[src/rtl/bankreg_pkg.sv]
package bankreg_pkg;
  localparam int DW         = 8;
  localparam int AW         = 4;
  localparam int CW         = 2;
  localparam int SELW       = 5;
  localparam int NUM_EXT_RD = 15;
  localparam int NUM_FLOW   = 4;
  localparam logic [DW-1:0] ENH_KEY = 8'hBF;

  typedef enum logic [SELW-1:0] {
    T_RXD   = 5'd0,  T_IEN   = 5'd1,  T_IID   = 5'd2,  T_LSTAT = 5'd3,
    T_MSTAT = 5'd4,  T_SCR   = 5'd5,  T_XCTL  = 5'd6,  T_TLVL  = 5'd7,
    T_TXLVL = 5'd8,  T_RXLVL = 5'd9,  T_IODIR = 5'd10, T_IOST  = 5'd11,
    T_IOIEN = 5'd12, T_IOCTL = 5'd13, T_XFEAT = 5'd14,
    T_TXD   = 5'd15, T_FCTL  = 5'd16,
    T_LCR   = 5'd17, T_FEAT  = 5'd18, T_MCR   = 5'd19, T_DLO   = 5'd20,
    T_DHI   = 5'd21, T_XON1  = 5'd22, T_XON2  = 5'd23, T_XOFF1 = 5'd24,
    T_XOFF2 = 5'd25, T_NONE  = 5'd26
  } tgt_e;

  typedef struct packed {
    logic          rd;
    logic [AW-1:0] addr;
    logic [CW-1:0] chan;
  } cmd_t;
endpackage

[src/rtl/bankreg_cmd_split.sv]
module bankreg_cmd_split
  import bankreg_pkg::*;
#(
  parameter int RD_BIT   = 7,
  parameter int ADDR_LSB = 3,
  parameter int CHAN_LSB = 1
) (
  input  logic [DW-1:0] cmd,
  output cmd_t          fld
);
  always_comb begin
    fld.rd   = cmd[RD_BIT];
    fld.addr = cmd[ADDR_LSB +: AW];
    fld.chan = cmd[CHAN_LSB +: CW];
  end
endmodule

[src/rtl/bankreg_map.sv]
module bankreg_map
  import bankreg_pkg::*;
(
  input  logic          rd,
  input  logic [AW-1:0] addr,
  input  logic [DW-1:0] lcr,
  input  logic          enh_en,
  input  logic          tbl_en,
  output tgt_e          tgt
);
  logic key_bank, div_bank, tbl_open;
  assign key_bank = (lcr == ENH_KEY);
  assign div_bank = lcr[DW-1];
  assign tbl_open = enh_en & tbl_en;

  always_comb begin
    tgt = T_NONE;
    unique case (addr)
      4'd0:  tgt = div_bank ? T_DLO : (rd ? T_RXD : T_TXD);
      4'd1:  tgt = div_bank ? T_DHI : T_IEN;
      4'd2:  tgt = key_bank ? T_FEAT : (rd ? T_IID : T_FCTL);
      4'd3:  tgt = T_LCR;
      4'd4:  tgt = key_bank ? T_XON1 : T_MCR;
      4'd5:  tgt = key_bank ? T_XON2 : (rd ? T_LSTAT : T_NONE);
      4'd6:  tgt = key_bank ? T_XOFF1 : tbl_open ? T_XCTL : (rd ? T_MSTAT : T_NONE);
      4'd7:  tgt = key_bank ? T_XOFF2 : tbl_open ? T_TLVL : T_SCR;
      4'd8:  tgt = rd ? T_TXLVL : T_NONE;
      4'd9:  tgt = rd ? T_RXLVL : T_NONE;
      4'd10: tgt = T_IODIR;
      4'd11: tgt = T_IOST;
      4'd12: tgt = T_IOIEN;
      4'd13: tgt = T_NONE;
      4'd14: tgt = T_IOCTL;
      4'd15: tgt = T_XFEAT;
      default: tgt = T_NONE;
    endcase
  end
endmodule

[src/rtl/bankreg_store.sv]
module bankreg_store
  import bankreg_pkg::*;
#(
  parameter int MCR_GATE_LSB = 5
) (
  input  logic                   clk,
  input  logic                   rst_n,
  input  logic                   wr,
  input  tgt_e                   tgt,
  input  logic [DW-1:0]          wdata,
  output logic [DW-1:0]          lcr,
  output logic [DW-1:0]          efr,
  output logic [DW-1:0]          mcr,
  output logic [DW-1:0]          dll,
  output logic [DW-1:0]          dlh,
  output logic [NUM_FLOW*DW-1:0] flow
);
  localparam logic [DW-1:0] MCR_GATED = {DW{1'b1}} << MCR_GATE_LSB;

  always_ff @(posedge clk or negedge rst_n) begin
    if (!rst_n) begin
      lcr <= '0; efr <= '0; mcr <= '0; dll <= '0; dlh <= '0;
    end else if (wr) begin
      case (tgt)
        T_LCR:  lcr <= wdata;
        T_FEAT: efr <= wdata;
        T_MCR:  mcr <= efr[4] ? wdata : ((mcr & MCR_GATED) | (wdata & ~MCR_GATED));
        T_DLO:  dll <= wdata;
        T_DHI:  dlh <= wdata;
        default: ;
      endcase
    end
  end

  for (genvar g = 0; g < NUM_FLOW; g++) begin : g_flow
    always_ff @(posedge clk or negedge rst_n) begin
      if (!rst_n)
        flow[g*DW +: DW] <= '0;
      else if (wr && tgt == tgt_e'(int'(T_XON1) + g))
        flow[g*DW +: DW] <= wdata;
    end
  end
endmodule

[src/rtl/bankreg_decoder.sv]
module bankreg_decoder
  import bankreg_pkg::*;
(
  input  logic                     clk,
  input  logic                     rst_n,
  input  logic                     acc_valid,
  input  logic [DW-1:0]            acc_cmd,
  input  logic [DW-1:0]            acc_wdata,
  input  logic [NUM_EXT_RD*DW-1:0] ext_rdata,
  output logic [CW-1:0]            chan_o,
  output logic                     wr_en_o,
  output logic [SELW-1:0]          wr_sel_o,
  output logic [DW-1:0]            wr_data_o,
  output logic [DW-1:0]            wr_bmask_o,
  output logic                     rd_en_o,
  output logic [SELW-1:0]          rd_sel_o,
  output logic                     rd_valid_o,
  output logic [DW-1:0]            rd_data_o,
  output logic [DW-1:0]            lcr_o,
  output logic [DW-1:0]            efr_o,
  output logic [DW-1:0]            mcr_o,
  output logic [2*DW-1:0]          div_o,
  output logic [NUM_FLOW*DW-1:0]   flow_o
);
  cmd_t          fld;
  tgt_e          tgt;
  logic          int_wr;
  logic [DW-1:0] dll, dlh, rd_mux;
  logic [DW-1:0] rd_q;
  logic          rdv_q;

  bankreg_cmd_split u_split (.cmd(acc_cmd), .fld(fld));

  bankreg_map u_map (
    .rd(fld.rd), .addr(fld.addr), .lcr(lcr_o),
    .enh_en(efr_o[4]), .tbl_en(mcr_o[2]), .tgt(tgt)
  );

  assign int_wr = acc_valid && !fld.rd && tgt >= T_LCR && tgt != T_NONE;

  bankreg_store u_store (
    .clk(clk), .rst_n(rst_n), .wr(int_wr), .tgt(tgt), .wdata(acc_wdata),
    .lcr(lcr_o), .efr(efr_o), .mcr(mcr_o), .dll(dll), .dlh(dlh), .flow(flow_o)
  );

  assign chan_o    = fld.chan;
  assign div_o     = {dlh, dll};
  assign wr_en_o   = acc_valid && !fld.rd && tgt < T_LCR;
  assign wr_sel_o  = tgt;
  assign wr_data_o = acc_wdata;
  assign rd_en_o   = acc_valid && fld.rd && tgt < T_TXD;
  assign rd_sel_o  = tgt;

  always_comb begin
    wr_bmask_o = '1;
    if (!efr_o[4]) begin
      if (tgt == T_IEN)  wr_bmask_o = 8'h0F;
      if (tgt == T_FCTL) wr_bmask_o = 8'hCF;
    end
  end

  always_comb begin
    rd_mux = '0;
    for (int k = 0; k < NUM_EXT_RD; k++)
      if (tgt == tgt_e'(k)) rd_mux = ext_rdata[k*DW +: DW];
    case (tgt)
      T_LCR:   rd_mux = lcr_o;
      T_FEAT:  rd_mux = efr_o;
      T_MCR:   rd_mux = mcr_o;
      T_DLO:   rd_mux = dll;
      T_DHI:   rd_mux = dlh;
      T_XON1:  rd_mux = flow_o[0*DW +: DW];
      T_XON2:  rd_mux = flow_o[1*DW +: DW];
      T_XOFF1: rd_mux = flow_o[2*DW +: DW];
      T_XOFF2: rd_mux = flow_o[3*DW +: DW];
      default: ;
    endcase
  end

  always_ff @(posedge clk or negedge rst_n) begin
    if (!rst_n) begin
      rdv_q <= 1'b0;
      rd_q  <= '0;
    end else begin
      rdv_q <= acc_valid && fld.rd;
      if (acc_valid && fld.rd) rd_q <= rd_mux;
    end
  end

  assign rd_valid_o = rdv_q;
  assign rd_data_o  = rd_q;
endmodule

[config.mk]
export PLATFORM = sky130hd
export DESIGN_NAME = bankreg_decoder
export DESIGN_NICKNAME = d
export VERILOG_FILES = /design/src/rtl/bankreg_pkg.sv /design/src/rtl/bankreg_cmd_split.sv /design/src/rtl/bankreg_map.sv /design/src/rtl/bankreg_store.sv /design/src/rtl/bankreg_decoder.sv
export SDC_FILE = /design/constraint.sdc
export NUM_CORES = 1
export LEC_CHECK = 0
export BUFFER_PORTS_ARGS = -buffer_cell sky130_fd_sc_hd__buf_4
export CAP_MARGIN = 20
export CORE_MARGIN = 3
export CORE_UTILIZATION = 52
export DETAILED_ROUTE_END_ITERATION = 6
export PLACE_DENSITY = 0.85
export SYNTH_ARGS = -nofsm -noshare
export SYNTH_HDL_FRONTEND = slang
export SYNTH_SLANG_ARGS = --single-unit
[constraint.sdc]
create_clock -name clk -period 8.3 [get_ports clk]
set_input_delay 1.245 -clock clk [delete_from_list [all_inputs] [get_ports clk]]
set_output_delay 1.245 -clock clk [all_outputs]
set_load 0.02 [all_outputs]
==> summary.md <==
| Metric | Value |
|---|---|
| Peak supply drop | `approximately 0.18 mV` |
| Clock Latency Late Sink | `approximately 380 ps` |
| Post-Syn Area | `5750 sq um` |
| Period minus WS final | `approximately 5300 ps` |
| Fin Setup TNS | `0 ps` |
| Top cells by area, synth | `dfrtp_1 (35%), mux2_2 (13%), nand2_1 (4.0%)` |
| Synth top area share | `0.353` |
| Achievable clock frequency | `about 0.19 GHz` |
| Number of global-route vias before repair | `6,721` |
| WL final | `26.6 mm` |
| Slew @ Worst Pin | `1150 ps` |
| DR WL/cell | `about 28 microns` |
| Final setup fails | `0` |
| Simple logic cell fraction of the synthesized area | `0.201` |
| Hold Startpoint | `u_store.mcr[0]` |
| MaxCap Viol Count | `0` |
| Io pins | `250` |
| Post-synth EDFFs | `0` |
| Clock slew at reported path FFs | `70 ps` |
| RSZ-0062 raised after global routing | `no` |
| Die area | `12,400 sq um` |
| Chip height | `111 microns` |
| FILL cells | `about 750` |
| RD Place Congestion | `between 1 and 1.5` |
| Inserted Diodes | `0` |
| Critical Path End Type | `primary output` |
| Post-CTS Setup Bufs | `0` |
| Ys flop type | `dfrtp_1` |
| # rows | `37` |
| Synth Area in Compound Gates | `0.221` |
| Hold_buf cts | `0` |
| Most frequent cells in the layout | `buf_4 (240), dfrtp_1 (81), mux2_2 (64), nand2_1 (61), nor2_1 (55)` |
| Yosys cell types | `~80` |
| Setup crit start kind | `primary input` |
| Grt ovf | `0` |
| Via density | `about 7.0` |
| Post-Synth Adder-Cell Area | `0` |
| Longest Clk Path Bufs | `2` |
| Layout net count | `approximately 960` |
| H-Tree Depth | `3` |
| Antenna Nets Post-Route | `0` |
| Synth async-reset ratio | `1.00` |
| Critical Path Start | `acc_cmd[3]` |
| Min-delay worst type | `reg2reg` |
| Max Slew Vio Count | `0` |
| Ys Warns | `0` |
| DRT Pass-1 Iters | `7` |
| Total CTS buffers | `9` |
| # port buffers | `240` |
| Initial antenna violation count | `0` |
| Register area share after synthesis | `0.353` |
| Cell taking the most area after synthesis | `dfrtp_1` |
| Final hold violations | `0` |
| Crit-path max FO | `29` |
| WP data required | `7050 ps` |
| Clock Tree Root | `clkbuf_8` |
| Final period utilization | `0.644` |
| Crit path arrival time | `a little over 4000 ps` |
| Width of the die | `between 100 and 150 microns` |
| Vias | `approximately 6,700` |
| Initial DRC Count | `between 1,000 and 1,500` |
| Critical Setup Path Class | `in2out` |
| Area growth, synth to finish | `32.1%` |
| Yosys reg bits | `81` |
| Outcome | `finished clean` |
| CORE AREA | `10,600 sq um` |
| Total power | `roughly 0.0013 W` |
| Multiplexer share of the synthesized area | `0.155` |
| Post-Synth XOR/XNOR Area | `0.00305` |
| Worst Clk Skew | `15.0 ps` |
| Synthesized instance count | `roughly 600` |
| Commonest non-fill, non-tap cell in the layout | `buf_4` |
| Largest family of logic cells by synthesized area | `compound AO/OA/AOI/OAI gates` |
| Residual DRC | `0` |
| Largest net degree at the start of global routing | `between 80 and 90` |
| Starting Density | `0.545` |
| First-pass GRT wire length | `roughly 40 mm` |
| Fraction of layout cells with a size suffix above 1 | `0.414` |
| Power Density | `about 170 nW/um^2` |
| CTS Sinks | `81` |
| Leakage | `between 3 and 4 nW` |
| Synth Area per Inst | `9.30 sq um` |
| Rel. slew slack | `0.232` |
| HPWL after detailed placement | `19.0 mm` |
| GRT Total Usage | `0.413` |
| Post-CTS sizing | `0` |
| FF-to-FF Start | `u_store.lcr[7]` |
| CTS tree | `built` |
[power breakdown]
part / total (W) / switching, W / internal [W]
clock network: 0.000293 / 0.000146 / 0.000147
logic: 0.000466 / 0.000270 / 0.000196
registers: 0.000499 / 0.0000550 / 0.000444
total: 0.00126 / 0.000471 / 0.000786
[metal layers]
layer | part of all wire | wire length, microns | vias up | track usage
met1 | 0.34 | 8990 | 3184 | 0.475
met3 | 0.13 | 3330 | 154 | 0.118
met2 | 0.47 | 12600 | 643 | 0.697
met5 | 0 | 0 | - | 0
li1 | - | - | 2739 | -
met4 | 0.063 | 1670 | 0 | 0.219
[state kept, by name (all words and copies together), names as in the netlist]
register,cells
u_store.mcr,8
u_store.lcr,8
u_store.efr,8
rd_data_o,8
u_store.dlh,8
u_store.dll,8
u_store.flow,32
rd_valid_o,1
[area by class of cell]
type / count / area (sq um) / area share
clock buffer: 13 / 149 / 0.0196
clock inverter: 3 / 40.0 / 0.00527
inverter: 12 / 47.5 / 0.00626
multi-input combinational: 474 / 3360 / 0.442
sequential: 81 / 2030 / 0.267
tap: 136 / 170 / 0.0224
timing repair buffer: 240 / 1800 / 0.237
[stage by stage]
stage	area (sq um)	setup slack, ps	instances	util	hold slack, ps
2_1_floorplan	5760	3670	621	-	572
3_3_place_gp	7410	3060	943	0.702	507
3_5_place_dp	7410	3030	943	0.702	518
4_1_cts	7590	3020	959	0.720	540
5_1_grt	7590	2730	959	0.720	571
6_report	7590	2950	959	0.720	548
[synth_stat cells (13+ instances only)]
cell type / number
buf_2: 13
buf_4: 26
o22ai_1: 13
nor3_1: 17
a221oi_1: 16
a21oi_1: 29
o21ai_0: 23
dfrtp_1: 81
nor2_1: 55
nand3_1: 17
mux2_2: 64
nand2_1: 61
[kinds of logic (layout without fill, tap and decap cells)]
family,Yosys count,count (layout)
and+or+nand+nor,217,217
muxes,80,80
AOI/OAI and AO/OA,171,171
DFF,81,81
xor gates and xnor gates,2,2
buffers and inverters,66,268
other,1,4
[path summary, 6_finish.rpt]
check,cells after the start,slack [ps],to
setup reg to reg,10,4080,rd_data_o[0]
hold reg to reg,1,550,u_store.mcr[0]
min in group asynchronous,1,1030,u_store.efr[5]
setup / recovery,9,2950,wr_bmask_o[6]
hold / removal,1,550,u_store.mcr[0]
max in group asynchronous,1,6620,rd_data_o[0]
[critical path, cell delays in order]
cell and delay (ps):
buf_4 210, nor2_1 320, nand2_1 110, nor3_2 640, a21o_1 450, inv_1 440
nor3_1 340, nand2b_1 140, buf_4 180
Power figures use the tool's default switching activity.
